$ cat src/rtl/tx_defer_pkg.sv
package tx_defer_pkg;

  typedef enum logic [1:0] {
    PH_WATCH  = 2'd0,
    PH_COMMIT = 2'd1,
    PH_READY  = 2'd2,
    PH_GRANT  = 2'd3
  } defer_phase_e;

endpackage

$ cat src/rtl/tx_defer_tick_counter.sv
module tx_defer_tick_counter #(
  parameter int CW = 6
) (
  input  logic          clk,
  input  logic          rst,
  input  logic          clr,
  input  logic          inc,
  input  logic [CW-1:0] limit,
  output logic [CW-1:0] cnt,
  output logic          at_last
);

  always_ff @(posedge clk) begin
    if (rst || clr) cnt <= '0;
    else if (inc)   cnt <= cnt + 1'b1;
  end

  assign at_last = (cnt == limit - 1'b1);

  AST_CNT_IN_RANGE: assert property (@(posedge clk) disable iff (rst)
    !clr && inc |=> cnt != '0) else $error("tick counter wrapped");

endmodule

$ cat src/rtl/tx_defer_carrier_qual.sv
module tx_defer_carrier_qual (
  input  logic crs,
  input  logic full_duplex,
  output logic carrier_blocks
);

  // Carrier only matters when the medium is shared.
  assign carrier_blocks = crs && !full_duplex;

endmodule

$ cat src/rtl/tx_defer_fsm.sv
module tx_defer_fsm
  import tx_defer_pkg::*;
#(
  parameter int WATCH_TICKS  = 60,
  parameter int COMMIT_TICKS = 36,
  parameter int CW           = 6
) (
  input  logic          clk,
  input  logic          rst,
  input  logic          sclk_en,
  input  logic          carrier_blocks,
  input  logic          tx_req,
  input  logic          tx_done,
  input  logic          at_last,
  input  logic [CW-1:0] cnt,
  output logic          cnt_clr,
  output logic          cnt_inc,
  output logic [CW-1:0] cnt_limit,
  output logic          tx_grant
);

  localparam logic [CW-1:0] WATCH_LIM  = CW'(WATCH_TICKS);
  localparam logic [CW-1:0] COMMIT_LIM = CW'(COMMIT_TICKS);

  defer_phase_e phase_q, phase_d;

  always_comb begin
    phase_d = phase_q;
    cnt_clr = 1'b0;
    cnt_inc = 1'b0;
    if (tx_done) begin
      phase_d = PH_WATCH;
      cnt_clr = 1'b1;
    end else begin
      unique case (phase_q)
        PH_WATCH: begin
          if (carrier_blocks) begin
            cnt_clr = 1'b1;
          end else if (sclk_en) begin
            if (at_last) begin
              phase_d = PH_COMMIT;
              cnt_clr = 1'b1;
            end else begin
              cnt_inc = 1'b1;
            end
          end
        end
        PH_COMMIT: begin
          if (sclk_en) begin
            if (at_last) begin
              phase_d = tx_req ? PH_GRANT : PH_READY;
              cnt_clr = 1'b1;
            end else begin
              cnt_inc = 1'b1;
            end
          end
        end
        PH_READY: begin
          if (tx_req) begin
            phase_d = PH_GRANT;
          end else if (carrier_blocks) begin
            phase_d = PH_WATCH;
            cnt_clr = 1'b1;
          end
        end
        PH_GRANT: begin
          if (!tx_req) begin
            phase_d = PH_WATCH;
            cnt_clr = 1'b1;
          end
        end
        default: begin
          phase_d = PH_WATCH;
          cnt_clr = 1'b1;
        end
      endcase
    end
  end

  always_ff @(posedge clk) begin
    if (rst) phase_q <= PH_WATCH;
    else     phase_q <= phase_d;
  end

  assign cnt_limit = (phase_q == PH_COMMIT) ? COMMIT_LIM : WATCH_LIM;
  assign tx_grant  = (phase_q == PH_GRANT);

  AST_RESET_IDLE: assert property (@(posedge clk)
    rst |=> (!tx_grant && cnt == '0)) else $error("reset left state");

  AST_GRANT_NEEDS_REQ: assert property (@(posedge clk) disable iff (rst)
    $rose(tx_grant) |-> $past(tx_req)) else $error("grant without request");

  AST_GRANT_RELEASE: assert property (@(posedge clk) disable iff (rst)
    (tx_grant && !tx_req) |=> !tx_grant) else $error("grant held after release");

  AST_DONE_CLEARS: assert property (@(posedge clk) disable iff (rst)
    tx_done |=> (!tx_grant && cnt == '0)) else $error("done did not clear");

  AST_CARRIER_RESTARTS: assert property (@(posedge clk) disable iff (rst)
    (phase_q == PH_WATCH && carrier_blocks) |=> cnt == '0) else $error("carrier kept count");

  AST_COMMIT_IGNORES_CRS: assert property (@(posedge clk) disable iff (rst)
    (phase_q == PH_COMMIT && !tx_done) |=> phase_q != PH_WATCH) else $error("commit phase abandoned");

  AST_NO_TICK_NO_COUNT: assert property (@(posedge clk) disable iff (rst)
    (!sclk_en && !tx_done && (phase_q == PH_WATCH || phase_q == PH_COMMIT) && cnt != '0)
      |=> (cnt == $past(cnt) || cnt == '0)) else $error("count moved without tick");

endmodule

$ cat src/rtl/tx_defer_timer.sv
module tx_defer_timer #(
  parameter int WATCH_TICKS  = 60,
  parameter int COMMIT_TICKS = 36
) (
  input  logic clk,
  input  logic rst,
  input  logic sclk_en,
  input  logic crs,
  input  logic full_duplex,
  input  logic tx_req,
  input  logic tx_done,
  output logic tx_grant
);

  localparam int MAX_TICKS = (WATCH_TICKS > COMMIT_TICKS) ? WATCH_TICKS : COMMIT_TICKS;
  localparam int CW        = $clog2(MAX_TICKS + 1);

  logic          carrier_blocks;
  logic          cnt_clr;
  logic          cnt_inc;
  logic          at_last;
  logic [CW-1:0] cnt;
  logic [CW-1:0] cnt_limit;

  tx_defer_carrier_qual u_qual (
    .crs            (crs),
    .full_duplex    (full_duplex),
    .carrier_blocks (carrier_blocks)
  );

  tx_defer_tick_counter #(.CW(CW)) u_cnt (
    .clk     (clk),
    .rst     (rst),
    .clr     (cnt_clr),
    .inc     (cnt_inc),
    .limit   (cnt_limit),
    .cnt     (cnt),
    .at_last (at_last)
  );

  tx_defer_fsm #(
    .WATCH_TICKS  (WATCH_TICKS),
    .COMMIT_TICKS (COMMIT_TICKS),
    .CW           (CW)
  ) u_fsm (
    .clk            (clk),
    .rst            (rst),
    .sclk_en        (sclk_en),
    .carrier_blocks (carrier_blocks),
    .tx_req         (tx_req),
    .tx_done        (tx_done),
    .at_last        (at_last),
    .cnt            (cnt),
    .cnt_clr        (cnt_clr),
    .cnt_inc        (cnt_inc),
    .cnt_limit      (cnt_limit),
    .tx_grant       (tx_grant)
  );

  AST_FD_GRANT_SOURCE: assert property (@(posedge clk) disable iff (rst)
    (full_duplex && $rose(tx_grant)) |-> !$past(tx_done)) else $error("grant right after done");

endmodule

$ cat config.mk
export PLATFORM = sky130hd
export DESIGN_NAME = tx_defer_timer
export DESIGN_NICKNAME = d
export VERILOG_FILES = /design/src/rtl/tx_defer_pkg.sv /design/src/rtl/tx_defer_tick_counter.sv /design/src/rtl/tx_defer_carrier_qual.sv /design/src/rtl/tx_defer_fsm.sv /design/src/rtl/tx_defer_timer.sv
export SDC_FILE = /design/constraint.sdc
export NUM_CORES = 1
export LEC_CHECK = 0
export CORE_AREA = 5 5 42 44
export DETAILED_ROUTE_END_ITERATION = 16
export DIE_AREA = 0 0 47 49
export MAX_ROUTING_LAYER = met4
export PLACE_DENSITY = 0.58
export SKIP_LAST_GASP = 1
export SYNTH_ARGS = -nofsm -noshare
export SYNTH_HDL_FRONTEND = slang
export SYNTH_SLANG_ARGS = --single-unit
$ cat constraint.sdc
create_clock -name clk -period 1.6 [get_ports clk]
set_input_delay 0.32 -clock clk [delete_from_list [all_inputs] [get_ports clk]]
set_output_delay 0.32 -clock clk [all_outputs]
set_load 0.005 [all_outputs]
==> run summary <==
The count of different cell masters after synthesis is 26. The part of the power in registers came out at 51.4%. The final reports fail on negative setup slack. The vertical die dimension came out at 49 microns. Summed over all instances, the cell type with the most area after synthesis is sky130_fd_sc_hd__dfxtp_1. Across all layers, the routed design uses 471 vias. The destination of the worst register-to-register timing path is u_cnt.cnt[3]$_SDFFE_PP0P_.

For this configuration, the core starts out at a cell density of 34.5%. The number of rows created at floorplan came out at 14. The maximum number of pins on one net before global-route repair came out at 8. The worst setup path is captured at a register.

The clock insertion delay at the later pin of the skew report is 0.25 ns. Clock skew on the completed layout was measured at 0.00228 ns. In this run, CTS created clock tree buffers numbering 3. The count of endpoints failing hold in the final timing report came to 0. The core area came out at 0.00140 sq mm.

The least setup slack across all paths after layout came out at -0.107 ns. The share of the core filled with cells in the final layout is 49.3%. The residual DRC count is 0. The post-synthesis net count came out at 66. The gate count of the mapped netlist came out at 58. Setup repair after global routing could not meet its margin everywhere. The peak supply drop came out at 377 uV.

In this run the most critical hold path is launched from u_cnt.cnt[2]$_SDFFE_PP0P_. The CTS tree is built. Clock-pin slew was measured on the worst setup and hold paths at around 0.050 ns.

The switching power of the nets came out at about 76 uW. The per-cell routed wire length came out at 10.7 microns. The minimum clock period came out at between 1.5 and 2 ns. The arrival time at the worst endpoint is ~1.8 ns. After synthesis, the most frequently instantiated cells are sky130_fd_sc_hd__dfxtp_1 (8), sky130_fd_sc_hd__nand2_1 (8), sky130_fd_sc_hd__nor2_1 (8). The sink count of the clock tree came out at 8.

The share of flip-flops with an asynchronous set or reset after synthesis is 0%. The number of cells on the worst reg-to-reg path is 6. The number of hold-repair buffers added at the cts stage is 0. The maximum count of clock buffers along a single path came out at 2. The number of antenna violations at the first check in global routing is 0.

The count of filler cells inserted in the layout came out at 151. The count of buffers added on input and output ports is 7. The share of the clock period used by the worst path came out at 107%.

For this run, the number of Yosys warnings is 0. The endpoint with the worst hold slack is u_cnt.cnt[2]$_SDFFE_PP0P_. The signal on the critical path passes through or4b_4, a21bo_1, nand4_1, a32oi_2, buf_4, nor2_1.

The pre-CTS setup slack came out at -0.210 ns. Dividing the detail-routed via count by the number of cells gives 5.01. In this design, the stage delay of the slowest critical-path cell is 0.52 ns. The aggregate global routing overflow came out at 0.

The count of pins over their slew limit is 0. The power per standard cell area is 567 mW/mm^2. The via count of the first global-routing pass came out at 409. Setup slack on the worst reg-to-reg path comes out at -0.11 ns.

The family with the most delay on the worst path is simple AND/OR/NAND/NOR gates. The worst hold path belongs to the class reg2reg. The power share of the clock group is a little under two fifths.

Yosys attributes the largest share of cell area to sky130_fd_sc_hd__dfxtp_1 (33%), sky130_fd_sc_hd__xor2_1 (7.3%), sky130_fd_sc_hd__nand2_1 (6.2%), sky130_fd_sc_hd__nor2_1 (6.2%), sky130_fd_sc_hd__nor3b_2 (5.2%). In this run switching power makes up between 10% and 20% of total power. The max-cap violation count came out at 0. Counting both buffers and inverters, the worst setup path holds a total of 1. The internal power came out at 315 uW. The final weighted congestion in routability-driven placement is 0.742. The maximum fanout count along the critical path is 6.

The DRC marker count from the first detailed-route iteration came out at 4. The width of the die came out at 47 microns. The fraction of final layout cells sized beyond drive strength 1 is 28.2%. The number of nets in the finished design came out at 88. The critical-path cell with the highest stage delay is sky130_fd_sc_hd__or4b_4.

The final antenna-violating net count came out at 0. The overall power of the completed layout came out at 391 uW. For this run, the register share of the synthesized area comes to 33.2%. Along the worst hold path, the cell count comes to 2. The synthesized flop and latch total is 8. The worst setup path is launched from a register.

The required time at the endpoint of the critical path came out at 1.74 ns. In the synthesized netlist the dominant register cell turns out to be sky130_fd_sc_hd__dfxtp_1. The flow ran to the end, but the final reports show violations.

For this run, the detailed router's first-pass iteration total came to 4. The count of final setup violators came out at 8. The total track usage came out at 10.4%. Clock tree synthesis selected as its root buffer the cell sky130_fd_sc_hd__clkbuf_4. The routed wire length came out at 1.00 mm. The area added between synthesis and finish came out at 43.0%. The share of total power in combinational logic came out at between 10% and 20%.

The actual transition at the worst max-transition pin is 0.250 ns. The top achievable clock speed came out at ~600 MHz. The worst setup path is of the reg2reg kind. In this run the cell area of the synthesized design comes to 483 sq um. The worst max-slew margin expressed relative to the limit came out at 83.3%.

For this design the static power due to leakage is 0.271 nW. The number of enable flip-flop cells after synthesis is 0. In this run the count of I/O pins placed on the die edge is 8. Each instance of the synthesized netlist takes up on average 8.33 sq um. The top-area cell type share of the netlist area is around a third. The global-route wire length before repair came out at 1.66 mm. The reg-to-reg startpoint is u_cnt.cnt[4]$_SDFFE_PP0P_.

The HPWL reported at the end of detailed placement came out at ~850 microns. CTS built an H-tree with a depth of 1. The repair_antennas step left the layout with diodes totalling 0. The floorplan step defined a die boundary enclosing about 0.0023 sq mm.
==> power groups by stage <==
stage	Combinational, mW	Sequential [mW]	Clock (mW)
6_report	0.0461	0.201	0.144
2_1_floorplan	0.0173	0.205	0
4_1_cts	0.0459	0.201	0.154
3_3_place_gp	0.0435	0.205	0
5_1_grt	0.0496	0.201	0.167
3_5_place_dp	0.0437	0.205	0
==> cell usage in the layout (no fill, tap or decap) <==
cell type / Yosys / final
sky130_fd_sc_hd__xor2_1: 4 / 4
sky130_fd_sc_hd__nor2b_1: 3 / 3
sky130_fd_sc_hd__nand4_1: 3 / 3
sky130_fd_sc_hd__o21ai_1: 1 / 1
sky130_fd_sc_hd__nor3b_2: 2 / 2
sky130_fd_sc_hd__a21boi_2: 0 / 1
sky130_fd_sc_hd__dfxtp_1: 8 / 7
sky130_fd_sc_hd__a31oi_1: 1 / 1
sky130_fd_sc_hd__o21ai_0: 1 / 1
sky130_fd_sc_hd__dfxtp_2: 0 / 1
sky130_fd_sc_hd__nor3b_1: 1 / 1
sky130_fd_sc_hd__nor2_1: 8 / 8
sky130_fd_sc_hd__or2_2: 1 / 1
sky130_fd_sc_hd__and3_1: 1 / 1
sky130_fd_sc_hd__or4b_4: 0 / 1
sky130_fd_sc_hd__clkbuf_4: 0 / 3
sky130_fd_sc_hd__o21ai_2: 1 / 1
sky130_fd_sc_hd__ha_1: 1 / 1
sky130_fd_sc_hd__a32oi_2: 1 / 1
sky130_fd_sc_hd__and2_1: 2 / 2
sky130_fd_sc_hd__clkdlybuf4s50_1: 0 / 7
sky130_fd_sc_hd__buf_4: 0 / 8
sky130_fd_sc_hd__a21oi_2: 0 / 1
sky130_fd_sc_hd__a21oi_1: 3 / 2
sky130_fd_sc_hd__or3_1: 1 / 1
sky130_fd_sc_hd__nand2_1: 8 / 8
sky130_fd_sc_hd__nand2b_1: 1 / 1
sky130_fd_sc_hd__nand3_1: 1 / 1
sky130_fd_sc_hd__or3b_1: 1 / 1
sky130_fd_sc_hd__buf_6: 0 / 2
sky130_fd_sc_hd__a21bo_1: 1 / 1
sky130_fd_sc_hd__mux2i_1: 1 / 1
==> per-layer routing <==
metal	share of wire, %	wire, microns	GRT usage (%)
met1	46	461	12.5
met2	48	481	14.3
met3	4.8	48	2.21
met4	1.3	13	8.29
met5	0	0	-
==> state kept, by name (all words and copies together) (netlist names) <==
| name | flops |
|---|---|
| u_cnt.cnt | 6 |
| u_fsm.phase_q | 2 |
==> through the flow <==
step | TNS, ns | hold WS (ns) | instances | cell area (sq um)
detailed placement | -1.34 | 0.507 | 90 | 641
finish | -0.672 | 0.509 | 94 | 691
floorplan | 0 | 0.467 | 58 | 483
global route | -1.50 | 0.534 | 94 | 691
global placement | -1.09 | 0.503 | 90 | 641
CTS | -0.581 | 0.518 | 94 | 679
==> worst max path at each step <==
| stage | from | end | cells after the start | slack (ns) |
|---|---|---|---|---|
| 3_5_place_dp | sclk_en | u_cnt.cnt[3]$_SDFFE_PP0P_ | 6 | -0.21 |
| 5_1_grt | u_cnt.cnt[4]$_SDFFE_PP0P_ | u_cnt.cnt[2]$_SDFFE_PP0P_ | 6 | -0.21 |
| 4_1_cts | u_cnt.cnt[4]$_SDFFE_PP0P_ | u_cnt.cnt[3]$_SDFFE_PP0P_ | 6 | -0.09 |
| 3_3_place_gp | crs | u_cnt.cnt[2]$_SDFFE_PP0P_ | 6 | -0.20 |
| 2_1_floorplan | u_fsm.phase_q[0]$_SDFFE_PP0P_ | u_cnt.cnt[0]$_SDFFE_PP0P_ | 5 | 0.0004 |
| 6_report | u_cnt.cnt[4]$_SDFFE_PP0P_ | u_cnt.cnt[3]$_SDFFE_PP0P_ | 6 | -0.11 |
==> tightest hold or removal path, delay by kind of cell (launching register included) <==
kind	cells	cell delay, ns
and+or+nand+nor	1	0.07
AOI/OAI and AO/OA	1	0.06
DFF	1	0.34
==> timing repair <==
action | CTS | global route
resized for setup | 3 | 3
setup buffers | 1 | 0
pin swaps | 3 | 5
endpoints found under the setup margin | 9 | 9
==> cell families after synthesis <==
kind of cell / Yosys count / synth area share, %
multiplexers: 1 / 2.07
AO/OA/AOI/OAI: 10 / 15.3
flip-flops: 8 / 33.2
AND/OR/NAND/NOR: 34 / 39.6
XOR/XNOR: 4 / 7.25
adder cells (fa/ha/maj): 1 / 2.59
==> cell type report <==
class / instances / area [sq um] / share of cell area, %
well taps: 16 / 20.0 / 2.90
multi-input cells: 50 / 334 / 48.4
flip-flops and latches: 8 / 161 / 23.4
clock buffers: 3 / 22.5 / 3.26
repair buffers: 17 / 153 / 22.1
(Power assumes the default switching activity.)
